File: config.mk
export PLATFORM = sky130hd
export DESIGN_NAME = cfg_serial_loader
export DESIGN_NICKNAME = d
export VERILOG_FILES = /design/src/rtl/cfg_loader_pkg.sv /design/src/rtl/cfg_sync.sv /design/src/rtl/cfg_poll_timer.sv /design/src/rtl/cfg_bit_shifter.sv /design/src/rtl/cfg_serial_loader.sv
export SDC_FILE = /design/constraint.sdc
export NUM_CORES = 1
export LEC_CHECK = 0
export BUFFER_PORTS_ARGS = -buffer_cell sky130_fd_sc_hd__buf_2
export CAP_MARGIN = 25
export CORE_UTILIZATION = 35
export DETAILED_ROUTE_END_ITERATION = 10
export RECOVER_POWER = 25
export SYNTH_ARGS = -nofsm -noshare
export SYNTH_HDL_FRONTEND = slang
export SYNTH_SLANG_ARGS = --single-unit
File: constraint.sdc
create_clock -name clk -period 2.3 [get_ports clk]
set_input_delay 0.23 -clock clk [delete_from_list [all_inputs] [get_ports clk]]
set_output_delay 0.23 -clock clk [all_outputs]
set_load 0.005 [all_outputs]
File: src/rtl/cfg_loader_pkg.sv
package cfg_loader_pkg;

  typedef enum logic [2:0] {
    ST_IDLE,
    ST_PROG,
    ST_INIT_HI,
    ST_FETCH,
    ST_SHIFT,
    ST_WAIT_DONE
  } seq_state_t;

  typedef enum logic [1:0] {
    ERR_NONE          = 2'd0,
    ERR_INIT_STUCK_HI = 2'd1,
    ERR_INIT_STUCK_LO = 2'd2,
    ERR_NO_DONE       = 2'd3
  } cfg_err_t;

endpackage

File: src/rtl/cfg_sync.sv
module cfg_sync #(
  parameter int unsigned W       = 2,
  parameter int unsigned STAGES  = 2,
  parameter logic [W-1:0] RST_VAL = '0
) (
  input  logic         clk,
  input  logic         rst,
  input  logic [W-1:0] d,
  output logic [W-1:0] q
);
  logic [STAGES-1:0][W-1:0] stage_q;

  always_ff @(posedge clk) begin
    if (rst) begin
      for (int i = 0; i < STAGES; i++) stage_q[i] <= RST_VAL;
    end else begin
      stage_q[0] <= d;
      for (int i = 1; i < STAGES; i++) stage_q[i] <= stage_q[i-1];
    end
  end

  assign q = stage_q[STAGES-1];
endmodule

File: src/rtl/cfg_poll_timer.sv
module cfg_poll_timer #(
  parameter int unsigned POLL_CYCLES = 250000,
  parameter int unsigned POLL_COUNT  = 4
) (
  input  logic clk,
  input  logic rst,
  input  logic clr,
  output logic expired
);
  localparam int unsigned SW = $clog2(POLL_CYCLES + 1);
  localparam int unsigned PW = $clog2(POLL_COUNT + 1);

  logic [SW-1:0] step_q;
  logic [PW-1:0] poll_q;
  logic          exp_q;

  always_ff @(posedge clk) begin
    if (rst || clr) begin
      step_q <= '0;
      poll_q <= '0;
      exp_q  <= 1'b0;
    end else if (!exp_q) begin
      if (step_q == SW'(POLL_CYCLES - 1)) begin
        step_q <= '0;
        poll_q <= poll_q + 1'b1;
        if (poll_q == PW'(POLL_COUNT - 1)) exp_q <= 1'b1;
      end else begin
        step_q <= step_q + 1'b1;
      end
    end
  end

  assign expired = exp_q;

  // once the window has run out it stays out until restarted
  assert_expire_sticky_R3: assert property (@(posedge clk) disable iff (rst)
    (exp_q && !clr) |=> exp_q);
endmodule

File: src/rtl/cfg_bit_shifter.sv
module cfg_bit_shifter #(
  parameter int unsigned STEP_CYCLES = 4,
  parameter int unsigned BYTE_W      = 8
) (
  input  logic              clk,
  input  logic              rst,
  input  logic              load,
  input  logic [BYTE_W-1:0] load_byte,
  output logic              cclk,
  output logic              dout,
  output logic              finish
);
  localparam int unsigned STW = $clog2(STEP_CYCLES + 1);
  localparam int unsigned BW  = $clog2(BYTE_W + 1);

  logic [BYTE_W-1:0] sreg_q;
  logic [STW-1:0]    step_q;
  logic [1:0]        phase_q;
  logic [BW-1:0]     bit_q;
  logic              active_q;
  logic              cclk_q, dout_q;
  logic              step_end;

  assign step_end = (step_q == STW'(STEP_CYCLES - 1));
  assign finish   = active_q && step_end && (phase_q == 2'd3) &&
                    (bit_q == BW'(BYTE_W - 1));

  always_ff @(posedge clk) begin
    if (rst) begin
      sreg_q   <= '0;
      step_q   <= '0;
      phase_q  <= 2'd0;
      bit_q    <= '0;
      active_q <= 1'b0;
      cclk_q   <= 1'b1;
      dout_q   <= 1'b1;
    end else if (load) begin
      sreg_q   <= load_byte;
      step_q   <= '0;
      phase_q  <= 2'd0;
      bit_q    <= '0;
      active_q <= 1'b1;
      cclk_q   <= 1'b0;
      dout_q   <= 1'b1;
    end else if (active_q) begin
      if (!step_end) begin
        step_q <= step_q + 1'b1;
      end else begin
        step_q  <= '0;
        phase_q <= phase_q + 2'd1;
        case (phase_q)
          2'd0: dout_q <= sreg_q[BYTE_W-1];
          2'd1: cclk_q <= 1'b1;
          2'd2: dout_q <= 1'b1;
          default: begin
            sreg_q <= {sreg_q[BYTE_W-2:0], 1'b0};
            bit_q  <= bit_q + 1'b1;
            if (finish) active_q <= 1'b0;
            else        cclk_q   <= 1'b0;
          end
        endcase
      end
    end
  end

  assign cclk = cclk_q;
  assign dout = dout_q;

  // data never moves on the rising clock edge
  assert_rise_stable_R5: assert property (@(posedge clk) disable iff (rst)
    $rose(cclk_q) |-> $stable(dout_q));
  // the clock only falls while data rests high
  assert_fall_data_high_R5: assert property (@(posedge clk) disable iff (rst)
    $fell(cclk_q) |-> dout_q);
endmodule

File: src/rtl/cfg_serial_loader.sv
module cfg_serial_loader
  import cfg_loader_pkg::*;
#(
  parameter int unsigned STEP_CYCLES = 4,
  parameter int unsigned POLL_CYCLES = 250000,
  parameter int unsigned POLL_COUNT  = 4,
  parameter int unsigned BYTE_W      = 8
) (
  input  logic              clk,
  input  logic              rst,
  input  logic              start,
  input  logic [BYTE_W-1:0] s_data,
  input  logic              s_valid,
  input  logic              s_last,
  output logic              s_ready,
  output logic              cfg_prog_n,
  output logic              cfg_clk,
  output logic              cfg_dout,
  input  logic              cfg_init,
  input  logic              cfg_done,
  output logic              busy,
  output logic              done_ok,
  output logic [1:0]        err
);
  seq_state_t state_q, state_d;
  cfg_err_t   err_q, fin_code;
  logic       fin, load, last_q, prog_n_q, busy_q, ok_q;
  logic       init_s, done_s, tmr_exp, tmr_clr, sh_fin;

  cfg_sync #(.W(2), .STAGES(2), .RST_VAL(2'b01)) u_sync (
    .clk(clk), .rst(rst),
    .d({cfg_done, cfg_init}),
    .q({done_s, init_s})
  );

  cfg_poll_timer #(.POLL_CYCLES(POLL_CYCLES), .POLL_COUNT(POLL_COUNT)) u_timer (
    .clk(clk), .rst(rst), .clr(tmr_clr), .expired(tmr_exp)
  );

  cfg_bit_shifter #(.STEP_CYCLES(STEP_CYCLES), .BYTE_W(BYTE_W)) u_shift (
    .clk(clk), .rst(rst), .load(load), .load_byte(s_data),
    .cclk(cfg_clk), .dout(cfg_dout), .finish(sh_fin)
  );

  assign load    = (state_q == ST_FETCH) && s_valid;
  assign tmr_clr = (state_d != state_q);

  always_comb begin
    state_d  = state_q;
    fin      = 1'b0;
    fin_code = ERR_NONE;
    case (state_q)
      ST_IDLE:    if (start) state_d = ST_PROG;
      ST_PROG: begin
        if (!init_s) state_d = ST_INIT_HI;
        else if (tmr_exp) begin
          state_d = ST_IDLE; fin = 1'b1; fin_code = ERR_INIT_STUCK_HI;
        end
      end
      ST_INIT_HI: begin
        if (init_s) state_d = ST_FETCH;
        else if (tmr_exp) begin
          state_d = ST_IDLE; fin = 1'b1; fin_code = ERR_INIT_STUCK_LO;
        end
      end
      ST_FETCH:   if (s_valid) state_d = ST_SHIFT;
      ST_SHIFT:   if (sh_fin) state_d = last_q ? ST_WAIT_DONE : ST_FETCH;
      ST_WAIT_DONE: begin
        if (done_s) begin
          state_d = ST_IDLE; fin = 1'b1;
        end else if (tmr_exp) begin
          state_d = ST_IDLE; fin = 1'b1; fin_code = ERR_NO_DONE;
        end
      end
      default:    state_d = ST_IDLE;
    endcase
  end

  always_ff @(posedge clk) begin
    if (rst) begin
      state_q  <= ST_IDLE;
      prog_n_q <= 1'b1;
      busy_q   <= 1'b0;
      ok_q     <= 1'b0;
      err_q    <= ERR_NONE;
      last_q   <= 1'b0;
    end else begin
      state_q  <= state_d;
      prog_n_q <= (state_d != ST_PROG);
      if (state_q == ST_IDLE && start) begin
        busy_q <= 1'b1;
        ok_q   <= 1'b0;
        err_q  <= ERR_NONE;
      end
      if (fin) begin
        busy_q <= 1'b0;
        ok_q   <= (fin_code == ERR_NONE);
        err_q  <= fin_code;
      end
      if (load) last_q <= s_last;
    end
  end

  assign s_ready    = (state_q == ST_FETCH);
  assign cfg_prog_n = prog_n_q;
  assign busy       = busy_q;
  assign done_ok    = ok_q;
  assign err        = err_q;

  // pins rest high whenever no run is in progress
  assert_idle_pins_R1: assert property (@(posedge clk) disable iff (rst)
    !busy_q |-> (prog_n_q && cfg_clk && cfg_dout));
  // while program is asserted, clock and data stay high
  assert_prog_pins_high_R2: assert property (@(posedge clk) disable iff (rst)
    !prog_n_q |-> (cfg_clk && cfg_dout));
  // bytes are only taken during a run
  assert_ready_in_run_R6: assert property (@(posedge clk) disable iff (rst)
    s_ready |-> busy_q);
  // success and an error code never show together
  assert_status_excl_R7: assert property (@(posedge clk) disable iff (rst)
    ok_q |-> (err_q == ERR_NONE));
  // once released inside a run, program is not asserted again
  assert_no_reprogram_R8: assert property (@(posedge clk) disable iff (rst)
    (busy_q && prog_n_q) |=> prog_n_q);
endmodule

## Word level (Yosys, flattened, before mapping)

Cells that the tools add are included.

- Register bits after elaboration: 55
- Latch bits: 0
- Bits in writable memories: 0
- Bits in read-only memories: 0
- Output and inout port bits: 8
- Logic and storage cells: 110
- Memories: 0

- Add/subtract/negate cells: 5
- Multipliers: 0
- Divide/modulo/power cells: 0
- Magnitude comparators: 0
- Equality and inequality tests: 17
- Shifts and indexed selects: 0
- Multiplexer cells: 45
- Bitwise gates (word level): 2
- Reductions and logical operators: 23

Operators with widths:

| kind | count |
|---|---|
| $mux W8 | 4 |
| $mux W3 | 9 |
| $mux W1 | 20 |
| $add A18 B1 Y18 const B | 1 |
| $eq A18 B18 Y1 const B | 1 |
| $mux W18 | 1 |
| $pmux W3 S6 | 1 |
| $eq A3 B2 Y1 const B | 4 |
| $mux W2 | 6 |
| $reduce_and A3 Y1 | 3 |
| $reduce_bool A2 Y1 | 4 |
| $add A3 B1 Y3 const B | 2 |
| $eq A3 B3 Y1 const B | 2 |
| $pmux W2 S3 | 1 |
| $reduce_or A2 Y1 | 3 |
| $logic_and A1 B1 Y1 | 5 |
| $add A4 B1 Y4 const B | 1 |
| $eq A2 B2 Y1 const B | 2 |
| $eq A4 B3 Y1 const B | 1 |
| $logic_not A2 Y1 | 2 |
| $ne A2 B1 Y1 const B | 2 |
| $pmux W1 S2 | 2 |
| $reduce_and A2 Y1 | 2 |
| $reduce_and A4 Y1 | 1 |
| 11 further kinds | 12 |

## Depth between registers and ports, before layout

Gate-level depths: netlist (run 1).

- Depth in word-level cells: 9
- Mapped depth: 8

## Modules after synthesis

A second synthesis (run 1) with hierarchy kept.

- Cells, all modules: 306
- Area, all modules: 2748.9 um^2

By module, submodules not included:

| module | times used | cells an instance | area an instance (um^2) |
|---|---|---|---|
| cfg_poll_timer | 1 | 116 | 1099.8 |
| cfg_bit_shifter | 1 | 111 | 993.5 |
| cfg_serial_loader | 1 | 69 | 535.5 |
| cfg_sync | 1 | 10 | 120.1 |

## Worst setup path before layout (run 1)

Ideal clock, no wire load.

- Path kind: reg-to-reg
- From: register u_shift.step_q[0]
- To: register u_timer.step_q[12]
- Arrival: 1.773 ns
- Slack: 0.454 ns
- Stages on the path, launching flop included: 9
- Path buffers: 2
- Period minus slack after synthesis: 1.846 ns
- Cell sequence: dfxtp_1 > ha_1 > and3b_1 > buf_2 > nand2b_1 > o32ai_1 > a2111o_1 > buf_4 > nor3_2

- Longest elaborated chain between the ends: 8

Ends and longest elaborated chain:

| item | line | source |
|---|---|---|
| start: declaration | cfg_bit_shifter.sv:17 | `logic [STW-1:0] step_q;` |
| start signal: assignment | cfg_bit_shifter.sv:47 | `step_q <= step_q + 1'b1;` |
| $eq A3 B2 Y1 | cfg_bit_shifter.sv:24 | `assign step_end = (step_q == STW'(STEP_CYCLES - 1));` |
| $logic_and A1 B1 Y1 (3 in a row) | cfg_bit_shifter.sv:25 | `assign finish = active_q && step_end && (phase_q == 2'd3) &&` |
| $mux W3 | cfg_serial_loader.sv:67 | `ST_SHIFT: if (sh_fin) state_d = last_q ? ST_WAIT_DONE : ST_FETCH;` |
| $pmux W3 S6 | cfg_serial_loader.sv:52 | `case (state_q)` |
| $ne A3 B3 Y1 | cfg_serial_loader.sv:46 | `assign tmr_clr = (state_d != state_q);` |
| $logic_or A1 B1 Y1 | cfg_poll_timer.sv:18 | `if (rst \|\| clr) begin` |
| end signal: assignment | cfg_poll_timer.sv:28 | `step_q <= step_q + 1'b1;` |
| end: declaration | cfg_poll_timer.sv:13 | `logic [SW-1:0] step_q;` |

No other way between the ends.
A chain may end at the register's enable or synchronous reset.

## Worst setup path after layout (run 1)

- From: register state_q[2]
- To: register u_timer.step_q[3]

- Longest elaborated chain between the ends: 5

Ends and longest elaborated chain:

| item | line | source |
|---|---|---|
| start: declaration | cfg_serial_loader.sv:25 | `seq_state_t state_q, state_d;` |
| start signal: assignment | cfg_serial_loader.sv:88 | `state_q <= state_d;` |
| $mux W3 | cfg_serial_loader.sv:56, cfg_serial_loader.sv:62, cfg_serial_loader.sv:71 |  |
| $mux W3, on equally long branches | cfg_serial_loader.sv:69, cfg_serial_loader.sv:55, cfg_serial_loader.sv:61 |  |
| $pmux W3 S6 | cfg_serial_loader.sv:52 |  |
| $ne A3 B3 Y1 * | cfg_serial_loader.sv:46 |  |
| $logic_or A1 B1 Y1 * | cfg_poll_timer.sv:18 |  |

Every way passes the cells marked *; elsewhere a longest branch is shown, timed or not.

==> results of run 1 <==
## cells in the mapped netlist, drive strengths merged
| cell | n |
|---|---|
| a2111o | 1 |
| a2111oi | 1 |
| a211oi | 12 |
| a21o | 1 |
| a21oi | 13 |
| a22oi | 1 |
| a32o | 1 |
| and2 | 3 |
| and3 | 3 |
| and3b | 1 |
| and4 | 1 |
| buf | 6 |
| clkbuf | 8 |
| dfxtp | 55 |
| ha | 10 |
| inv | 9 |
| mux2 | 1 |
| mux2i | 11 |
| nand2 | 18 |
| nand2b | 9 |
| nand3 | 6 |
| nand4 | 5 |
| nand4b | 4 |
| nor2 | 41 |
| nor2b | 8 |
| nor3 | 14 |
| nor3b | 2 |
| nor4 | 1 |
| nor4b | 2 |
| nor4bb | 1 |
| o21a | 1 |
| o21ai | 9 |
| o21ba | 1 |
| o31ai | 1 |
| o32ai | 3 |
| or2 | 4 |
| or3 | 2 |
| or3b | 1 |
| or4 | 1 |
| or4b | 2 |
| xnor2 | 15 |
| xor2 | 6 |
## power breakdown
group	internal (W)	leakage, nW	switching (W)
registers	0.000966	0.445	0.0000141
logic	0.0000398	0.567	0.0000541
clock network	0.000329	0.0558	0.000317
total	0.00134	1.07	0.000386
## layout by cell type, fill, tap and decap left out, types with 10 or more instances in the layout
cell      Yosys  final
nor2_1       40     40
a21oi_1      13     13
ha_1         10     10
a211oi_1     11     11
dfxtp_1      55     55
nand2_1      18     18
buf_2         3     16
xnor2_1      15     15
mux2i_1      11     11
## worst max-delay path, delay by kind of cell (launching register included)
family / cells / cell delay (ps)
flops: 1 / 570
compound gates: 3 / 840
buf+inv: 1 / 230
simple gates: 2 / 370
## worst max path at each step
stage | from | endpoint | cells after the start
6_report | state_q[2] | u_timer.step_q[3] | 6
5_1_grt | state_q[2] | u_timer.step_q[3] | 6
4_1_cts | state_q[2] | u_timer.step_q[3] | 6
3_5_place_dp | state_q[2] | u_timer.step_q[3] | 6
3_3_place_gp | state_q[2] | u_timer.step_q[4] | 6
2_1_floorplan | u_shift.step_q[0] | u_timer.step_q[12] | 8
## layout make-up
type	instances	area, µm²
flip-flops and latches	55	1100
fillers	735	4360
clock inverters	2	38.8
multi-input cells	217	1460
inverters	9	33.8
well taps	99	124
repair buffers	28	140
clock buffers	6	72.6
## layer usage
layer / track usage, % / part of all wire, % / wire length, µm
met5: 0 / 0 / 0
met4: 4.76 / 1.3 / 68
met3: 3.05 / 2.6 / 134
met2: 21.9 / 46 / 2330
met1: 17.8 / 50 / 2540
## sequential cells by signal (all words and copies together) (netlist names), 2 cells and up
register and count:
state_q 3, u_sync.stage_q 2, u_timer.step_q 18, u_shift.step_q 3, err 2, u_timer.poll_q 3
u_shift.bit_q 4, u_shift.sreg_q 8, u_shift.phase_q 2, u_sync.q 2
## cell families after synthesis
logic type	count (synthesis)
compound gates	45
simple gates	129
mux	12
flops	55
xor+xnor	21
fa+ha+maj	10
buf+inv	23
## stage by stage
step                      setup slack [ps]  std cells
after floorplan                        454        295
after global placement                 297        408
after detailed placement               274        408
after CTS                              253        416
after global routing                  1.60        416
final                                  229        416
==> results by group, run 1 <==
STA
  • Fmax: 0.483 GHz
  • Fin. max-slew vios: 0
  • RSZ-0062 raised after global routing: false
  • Final setup violation count: 0
  • Tcrit/Tclk final: 90.0%
  • Setup TNS: 0 ps
  • Fin. Hold Viols: 0
  • Skew final: 16.5 ps
  • Min Tclk post-route: 2070 ps
  • Worst hold slack: 96.1 ps
  • Slew margin rel.: 38.2%
  • Worst slew pin tran: 927 ps

Die
  • Row cnt: 31
  • Initial Util: 36.5%
  • Die area: 8000 µm²
  • Core area: 7330 µm²
  • Die height: 89.5 µm
  • Io pins: 23
  • Die width: 89.5 µm

Cells and area
  • Antenna Cells: 0
  • Util after Layout: 40.6%
  • Final net count: 341
  • Design Area, Final: 2970 µm²
  • Synth-to-layout area growth: 11.0%
  • Share of post-route cells with drive strength above 1: 14.5%

Routing
  • Initial DRC count: 42
  • DR WL/cell: 12.2 µm
  • Remaining DRCs: 0
  • Final ANT Viol Nets: 0
  • Routed vias/inst: 4.93
  • Routed vias: 2049
  • Pre-antenna DRT Iters: 4
  • Post-Route WL: 5070 µm

Yosys
  • Net count after synthesis: 320
  • #FFs+latches synth: 55
  • Compound-cell area share of the yosys netlist: 11.4%
  • Simple-Gate Fraction of Synth Area: 27.1%
  • Adder-cell share of the synthesized area: 4.67%
  • Post-synthesis cell area: 2680 µm²
  • XOR/XNOR Fraction of Synth Area: 6.87%
  • Top area cells in the synthesized netlist: dfxtp_1, nor2_1, xnor2_1
  • Mux contribution to synthesized area: 4.53%
  • Post-synth top area cell: dfxtp_1
  • Sequential fraction of the synthesis area: 41.1%
  • Synthesized area per cell: 9.08 µm²
  • Post-synthesis cell count: 295
  • Yosys top cell area share: 41.1%
  • Yosys warning count: 0
  • Synth unique cells: 49
  • Main combinational cell family by area after synthesis: simple AND/OR/NAND/NOR gates

Power
  • Leakage: 1.07 nW
  • Overall power: 0.00172 W
  • VDD IR-drop max: 313 µV
  • Pwr per Cell Area: 579 nW/µm²

Setup path
  • CP max-delay cell: dfxtp_1
  • Slowest cell delay on critical path: 570 ps
  • RR Startpoint: state_q[2]
  • R2R cell count: 6
  • Crit path launch type: register
  • Worst-path cell chain: nand2b_1 > a211oi_1 > o21ai_0 > a2111o_1 > buf_4 > nor3_1
  • Critical Path AT: 2310 ps
  • End of the worst register-to-register path: u_timer.step_q[3]
  • Worst Path Max Fanout: 22
  • CP Capture Type: register
  • Worst reg2reg setup slack: 230 ps
  • Setup CP Type: register to register
  • Worst Path Required: 2540 ps

Clocking
  • CTS Buffer Depth: 2
  • # hold bufs at CTS: 0
  • CTS clk-pin slew, worst paths: 110 ps
  • H-tree depth: 2
  • Post-CTS Setup Repair Bufs: 0
  • Clk sinks: 55
  • CTS tree: yes
  • Root Buffer: clkbuf_8
  • Worst-Skew Late Latency: 310 ps
  • Cts bufs inserted: 5
  • PostCTS Resize Cnt: 0

Worst hold path
  • Hold Startpoint: cfg_init
  • Worst Hold Depth: 2
  • Worst min-delay path class: input port to register
  • Hold endpoint: u_sync.stage_q[0]

Placement
  • DP Wirelength: 3640 µm
  • IO buf count: 22
  • Area post-placement: 2880 µm²
  • RePlAce Congestion: 0.786

GRT
  • Global-route usage over all layers: 13.5%
  • First-pass GRT wire length: 8430 µm
  • Pin count of the biggest net entering global routing: 24
  • Number of global-route vias before repair: 1825
  • Initial antenna violation count: 0
  • Grt ovf: 0

Outcome
  • Status: finished clean

Job
  • Max cap viols: 0
Power figures use the tool's default switching activity.
==> inputs of run 2 (changes only) <==
--- a/config.mk
+++ b/config.mk
@@ -8,6 +8,7 @@
 export BUFFER_PORTS_ARGS = -buffer_cell sky130_fd_sc_hd__buf_2
 export CAP_MARGIN = 25
 export CORE_UTILIZATION = 35
+export CTS_BUF_LIST = sky130_fd_sc_hd__clkbuf_4 sky130_fd_sc_hd__clkbuf_8
 export DETAILED_ROUTE_END_ITERATION = 10
 export RECOVER_POWER = 25
 export SYNTH_ARGS = -nofsm -noshare
==> run 2 against run 1 <==
Setup slack improved by 1.1 ps; critical path depth did not move; critical path type unchanged; power rose by 0.81%; combinational power is essentially flat; non-clock buffer count unchanged; fmax barely moved; via count rose by 0.15%.
==> results by group, run 2 (synthesis results as in run 1) <==
STA
  • Fmax: 0.483 GHz (about the same)
  • Min Tclk post-route: 2070 ps (about the same)
  • Worst slew pin tran: 921 ps (was 927 ps)
  • Slew margin rel.: 38.6% (was 38.2%)
  • Setup TNS: 0 ps (unchanged)
  • Worst hold slack: 93.7 ps (was 96.1 ps)
  • Fin. max-slew vios: 0 (unchanged)
  • Skew final: 16.5 ps (about the same)
  • RSZ-0062 raised after global routing: false (unchanged)
  • Tcrit/Tclk final: 90.0% (about the same)
  • Fin. Hold Viols: 0 (unchanged)
  • Final setup violation count: 0 (unchanged)

Setup path
  • Worst Path Max Fanout: 22 (unchanged)
  • Setup CP Type: register to register (unchanged)
  • CP Capture Type: register (unchanged)
  • Worst Path Required: 2540 ps (about the same)
  • Critical Path AT: 2310 ps (about the same)
  • Crit path launch type: register (unchanged)

GRT
  • Pin count of the biggest net entering global routing: 24 (unchanged)
  • Initial antenna violation count: 0 (unchanged)
  • First-pass GRT wire length: 8440 µm (was 8430 µm)
  • Grt met1 use: 17.7% (was 17.8%)
  • M2 GR Usage: 21.9% (about the same)
  • Grt ovf: 0 (unchanged)
  • Global route hottest layer: met2 (unchanged)
  • Met3 GRT Util: 3.05% (unchanged)
  • Number of global-route vias before repair: 1827 (was 1825)
  • Global-route usage over all layers: 13.5% (unchanged)

Placement
  • RePlAce Congestion: 0.786 (unchanged)
  • DP Wirelength: 3640 µm (unchanged)
  • Placed Instances: 408 (unchanged)
  • IO buf count: 22 (unchanged)

Power
  • Pwr per Cell Area: 583 nW/µm² (was 579 nW/µm²)
  • VDD IR-drop max: 304 µV (was 313 µV)
  • Overall power: 0.00173 W (was 0.00172 W)
  • Leakage: 1.07 nW (about the same)

Routing
  • Remaining DRCs: 0 (unchanged)
  • DR WL/cell: 12.2 µm (about the same)
  • Final ANT Viol Nets: 0 (unchanged)
  • Pre-antenna DRT Iters: 5 (was 4)
  • Routed vias/inst: 4.93 (about the same)
  • Post-Route WL: 5070 µm (about the same)
  • Routed vias: 2052 (was 2049)
  • Initial DRC count: 37 (was 42)

Cells and area
  • Share of post-route cells with drive strength above 1: 14.8% (was 14.5%)
  • Cell Count, Final, Fillers Out: 416 (unchanged)
  • Commonest non-fill, non-tap cell in the layout: dfxtp_1 (unchanged)
  • Final net count: 341 (unchanged)
  • Commonest non-fill, non-tap cells in the layout: dfxtp_1, nor2_1, nand2_1 (unchanged)
  • Top flop regs: u_timer.step_q: 18 flops, u_shift.sreg_q: 8 flops, u_shift.bit_q: 4 flops (unchanged)
  • Synth-to-layout area growth: 11.2% (was 11.0%)
  • Max reg flops: 18 (unchanged)
  • Antenna Cells: 0 (unchanged)
  • Top reg by flops: u_timer.step_q (unchanged)

Clocking
  • CTS clk-pin slew, worst paths: 110 ps (about the same)
  • CTS tree: yes (unchanged)
  • PostCTS Resize Cnt: 0 (unchanged)
  • Clk sinks: 55 (unchanged)
  • H-tree depth: 2 (unchanged)
  • Root Buffer: clkbuf_8 (unchanged)
  • CTS Buffer Depth: 2 (unchanged)
  • Cts bufs inserted: 5 (unchanged)
  • Worst-Skew Late Latency: 310 ps (about the same)
  • # hold bufs at CTS: 0 (unchanged)
  • Post-CTS Setup Repair Bufs: 0 (unchanged)

Worst hold path
  • Worst min-delay path class: input port to register (unchanged)

Die
  • Core area: 7330 µm² (unchanged)
  • Initial Util: 36.5% (unchanged)
  • Die height: 89.5 µm (unchanged)
  • Die area: 8000 µm² (unchanged)
  • Die width: 89.5 µm (unchanged)
  • Io pins: 23 (unchanged)
  • Row cnt: 31 (unchanged)

Job
  • Max cap viols: 0 (unchanged)

Outcome
  • Status: finished clean (unchanged)
## run 2: cell counts in the layout (fill, tap and decap cells not counted)
Identical to the previous run, type by type.
## run 2: area by class of cell
cell class / instances / area, µm²
well taps: 99 / 124
inverters: 9 / 33.8
clock inverters: 2 / 38.8
clock buffers: 6 / 76.3
repair buffers: 28 / 140
flip-flops and latches: 55 / 1100
multi-input cells: 217 / 1460
fillers: 734 / 4350
## run 2: path summary, 6_finish.rpt
check	to	slack (ps)	depth (start not counted)	from
worst max register to register	u_timer.step_q[3]	230	6	state_q[2]
worst max-delay path	u_timer.step_q[3]	230	6	state_q[2]
worst min register to register	u_sync.q[0]	420	1	u_sync.stage_q[0]
worst min-delay path	u_sync.stage_q[0]	90	2	cfg_init
## run 2: metal layers
metal  wire [µm]  vias to the layer above
li1            -                     1068
met1        2530                      951
met2        2340                       27
met3         134                        6
met4          70                        0
met5           0                        -
## run 2: where the power goes
group / leakage (nW) / internal (W) / total (W) / switching, W
clock: 0.0592 / 0.000341 / 0.000661 / 0.000319
sequential: 0.445 / 0.000966 / 0.000980 / 0.0000141
combinational: 0.567 / 0.0000398 / 0.0000938 / 0.0000540
## run 2: metrics by stage
| stage | utilization [%] | instance area [µm²] | setup slack (ps) |
|---|---|---|---|
| after CTS | 40.8 | 2990 | 253 |
| after global routing | 40.6 | 2980 | 1.60 |
| after detailed placement | 39.2 | 2880 | 274 |
| after floorplan | - | 2680 | 454 |
| after global placement | 39.2 | 2880 | 297 |
| final | 40.6 | 2980 | 230 |
## run 2: worst max-delay path, cell delays in order (launching register included)
cell and delay [ps]:
dfxtp_1 560, nand2b_1 160, a211oi_1 330, o21ai_0 150
a2111o_1 360, buf_4 230, nor3_1 210
==> inputs of run 3 (changes only) <==
--- a/config.mk
+++ b/config.mk
@@ -5,11 +5,12 @@
 export SDC_FILE = /design/constraint.sdc
 export NUM_CORES = 1
 export LEC_CHECK = 0
-export BUFFER_PORTS_ARGS = -buffer_cell sky130_fd_sc_hd__buf_2
+export ABC_AREA = 1
 export CAP_MARGIN = 25
 export CORE_UTILIZATION = 35
 export CTS_BUF_LIST = sky130_fd_sc_hd__clkbuf_4 sky130_fd_sc_hd__clkbuf_8
 export DETAILED_ROUTE_END_ITERATION = 10
+export DONT_BUFFER_PORTS = 1
 export RECOVER_POWER = 25
 export SYNTH_ARGS = -nofsm -noshare
 export SYNTH_HDL_FRONTEND = slang
==> run 3 against run 2 <==
Routed wire length increased by 22%; sequential power grew 2%; sequential share of layout area decreased by 2.4 points; critical path depth is 3 higher; cell count is 30% higher; critical path type unchanged; critical endpoint is now u_timer.step_q[9].
==> results by group, run 3 <==
Cells and area
  • Commonest non-fill, non-tap cell in the layout: nand2_1 (was dfxtp_1)
  • Top reg by flops: u_timer.step_q (unchanged)
  • Final net count: 460 (was 341)
  • Share of post-route cells with drive strength above 1: 10.1% (was 14.8%)
  • Max reg flops: 18 (unchanged)
  • Synth-to-layout area growth: 7.60% (was 11.2%)
  • Commonest non-fill, non-tap cells in the layout: nand2_1, inv_1, nor2_1, dfxtp_1, nand3_1 (was dfxtp_1, nor2_1, nand2_1)
  • Antenna Cells: 0 (unchanged)
  • Util after Layout: 38.8% (was 40.6%)
  • Fillers: 871 (was 734)
  • Top flop regs: u_timer.step_q: 18 flops, u_shift.sreg_q: 8 flops, u_shift.bit_q: 4 flops (unchanged)
  • Design Area, Final: 3190 µm² (was 2980 µm²)

Outcome
  • Status: finished clean (unchanged)

STA
  • Final setup violation count: 0 (unchanged)
  • Skew final: 11.8 ps (was 16.5 ps)
  • Fin. Hold Viols: 0 (unchanged)
  • Worst slew pin tran: 419 ps (was 921 ps)
  • Setup TNS: 0 ps (unchanged)
  • Tcrit/Tclk final: 90.6% (was 90.0%)
  • Slew margin rel.: 72.0% (was 38.6%)
  • RSZ-0062 raised after global routing: false (unchanged)
  • Fin. max-slew vios: 0 (unchanged)
  • Fmax: 0.480 GHz (was 0.483 GHz)
  • Final setup margin: 217 ps (was 230 ps)
  • Min Tclk post-route: 2080 ps (was 2070 ps)

Yosys
  • Post-synthesis cell area: 2960 µm² (was 2680 µm²)
  • Post-synthesis cell count: 431 (was 295)
  • Main combinational cell family by area after synthesis: simple AND/OR/NAND/NOR gates (unchanged)
  • Synthesized area per cell: 6.87 µm² (was 9.08 µm²)
  • Synth cell count leaders: nand2_1, inv_1, dfxtp_1, nor2_1, nand3_1 (was dfxtp_1, nor2_1, nand2_1)
  • Number of synthesized flops with an enable pin: 0 (unchanged)
  • Simple-Gate Fraction of Synth Area: 36.0% (was 27.1%)
  • Mux contribution to synthesized area: 0% (was 4.53%)
  • Top area cells in the synthesized netlist: dfxtp_1, nand2_1, inv_1 (was dfxtp_1, nor2_1, xnor2_1)
  • XOR/XNOR Fraction of Synth Area: 3.84% (was 6.87%)
  • Most common cell in the synthesized netlist: nand2_1 (was dfxtp_1)
  • Post-synth top area cell: dfxtp_1 (unchanged)
  • Synth Flop Type: dfxtp_1 (unchanged)
  • Yosys top cell area share: 37.2% (was 41.1%)
  • Synth unique cells: 32 (was 49)
  • Compound-cell area share of the yosys netlist: 7.69% (was 11.4%)
  • Sequential fraction of the synthesis area: 37.2% (was 41.1%)
  • Net count after synthesis: 456 (was 320)
  • Adder-cell share of the synthesized area: 4.22% (was 4.67%)
  • #FFs+latches synth: 55 (unchanged)
  • Proportion of synthesized flip-flops having asynchronous set or reset: 0% (unchanged)
  • Yosys warning count: 0 (unchanged)

Die
  • Core area: 8220 µm² (was 7330 µm²)
  • Die width: 94.0 µm (was 89.5 µm)
  • Die height: 94.0 µm (was 89.5 µm)
  • Die area: 8830 µm² (was 8000 µm²)
  • Io pins: 23 (unchanged)
  • Row cnt: 33 (was 31)
  • Initial Util: 36.0% (was 36.5%)

Setup path
  • Slowest cell delay on critical path: 510 ps (was 560 ps)
  • Worst Path Required: 2540 ps (about the same)
  • Worst-path cell chain: inv_1 > nand3_1 > nor2_1 > nor3_1 > nand2_1 > nand2_1 > nand3_2 > buf_4 > nor2_2 (was nand2b_1 > a211oi_1 > o21ai_0 > a2111o_1 > buf_4 > nor3_1)
  • Most used cell, CP: nand2_1
  • CP Capture Type: register (unchanged)
  • Worst path bufs/invs: 2 (was 1)
  • Worst Path Max Fanout: 14 (was 22)
  • Crit-path leading delay family: simple AND/OR/NAND/NOR gates (was compound AO/OA/AOI/OAI gates)
  • Crit path launch type: register (unchanged)
  • Setup CP Type: register to register (unchanged)
  • CP max-delay cell: dfxtp_1 (unchanged)
  • Critical Path AT: 2320 ps (was 2310 ps)

Routing
  • Initial DRC count: 108 (was 37)
  • Final ANT Viol Nets: 0 (unchanged)
  • Post-Route WL: 6180 µm (was 5070 µm)
  • DR WL/cell: 11.4 µm (was 12.2 µm)
  • Pre-antenna DRT Iters: 4 (was 5)
  • Routed vias/inst: 4.80 (was 4.93)
  • Remaining DRCs: 0 (unchanged)
  • Routed vias: 2599 (was 2052)

Clocking
  • H-tree depth: 2 (unchanged)
  • CTS tree: yes (unchanged)
  • Cts bufs inserted: 5 (unchanged)
  • Root Buffer: clkbuf_8 (unchanged)
  • # hold bufs at CTS: 1 (was 0)
  • Worst-Skew Late Latency: 310 ps (about the same)
  • PostCTS Resize Cnt: 0 (unchanged)
  • Post-CTS Setup Repair Bufs: 0 (unchanged)
  • CTS Buffer Depth: 2 (unchanged)
  • CTS clk-pin slew, worst paths: 100 ps (was 110 ps)
  • Clk sinks: 55 (unchanged)

Worst hold path
  • Worst min-delay path class: input port to register (unchanged)

GRT
  • Pin count of the biggest net entering global routing: 17 (was 24)
  • Initial antenna violation count: 0 (unchanged)
  • Grt ovf: 0 (unchanged)
  • First-pass GRT wire length: 10500 µm (was 8440 µm)
  • Global-route usage over all layers: 14.7% (was 13.5%)
  • Number of global-route vias before repair: 2409 (was 1827)

Power
  • Switching Fraction: 24.0% (was 22.3%)
  • Overall power: 0.00182 W (was 0.00173 W)
  • Reg power frac: 54.9% (was 56.5%)
  • Power share of the clock group: 35.7% (was 38.1%)
  • Leakage: 1.25 nW (was 1.07 nW)
  • Pwr per Cell Area: 571 nW/µm² (was 583 nW/µm²)
  • VDD IR-drop max: 312 µV (was 304 µV)
  • Combinational share of power: 9.4% (was 5.4%)
  • Sw Pwr: 0.000437 W (was 0.000388 W)
  • Pint: 0.00138 W (was 0.00135 W)

Placement
  • RePlAce Congestion: 0.853 (was 0.786)
  • IO buf count: 0 (was 22)
  • Area post-placement: 3060 µm² (was 2880 µm²)
  • Placement Setup Slack: 256 ps (was 274 ps)
  • DP Wirelength: 4690 µm (was 3640 µm)

Job
  • Max cap viols: 0 (unchanged)
[run 3: cell count changes after synthesis, sizes merged, moves of 8 or more]
cell,change
nand2,+78
inv,+60
nor2,+35
nand3,+29
o21ai,+12
xnor2,-12
a211oi,-11
mux2i,-11
nand2b,-9
nor2b,-8
[run 3: worst paths after layout]
check	start	end	slack [ps]	depth (start not counted)
min reg2reg	u_sync.stage_q[1]	u_sync.q[1]	410	2
max reg2reg	state_q[2]	u_timer.step_q[9]	220	9
min	cfg_init	u_sync.stage_q[0]	20	1
max	state_q[2]	u_timer.step_q[9]	220	9
[run 3: layout make-up]
cell class	count	area [µm²]	area share, %
clock buffers	6	82.6	2.59
clock inverters	2	35.0	1.10
inverters	69	259	8.13
multi-input cells	298	1530	48.0
flip-flops and latches	55	1100	34.6
well taps	105	131	4.12
repair buffers	6	47.5	1.49
[run 3: power groups by stage]
stage | combinational [W] | sequential, W | clock, W
CTS | 0.000173 | 0.00100 | 0.000671
detailed placement | 0.000168 | 0.00102 | 0
global placement | 0.000167 | 0.00102 | 0
finish | 0.000171 | 0.000999 | 0.000650
floorplan | 0.000152 | 0.00101 | 0
global route | 0.000195 | 0.00100 | 0.000705
[run 3: logic make-up after synthesis]
kind of cell | count (synthesis)
buf+inv | 78
xor+xnor | 13
compound gates | 42
fa+ha+maj | 10
simple gates | 233
flops | 55
[run 3: per-layer routing]
| metal | share of wire, % | wire length (µm) | GRT usage (%) |
|---|---|---|---|
| met5 | 0 | 0 | 0 |
| met4 | 0.44 | 27 | 2.82 |
| met3 | 4.0 | 250 | 3.32 |
| met2 | 49 | 3060 | 26.7 |
| met1 | 46 | 2850 | 17.7 |
[run 3: stage by stage]
step	std cells	hold WS, ps
after floorplan	431	334
after global placement	532	301
after detailed placement	532	308
after CTS	541	16.8
after global routing	541	5.00
final	541	22.7
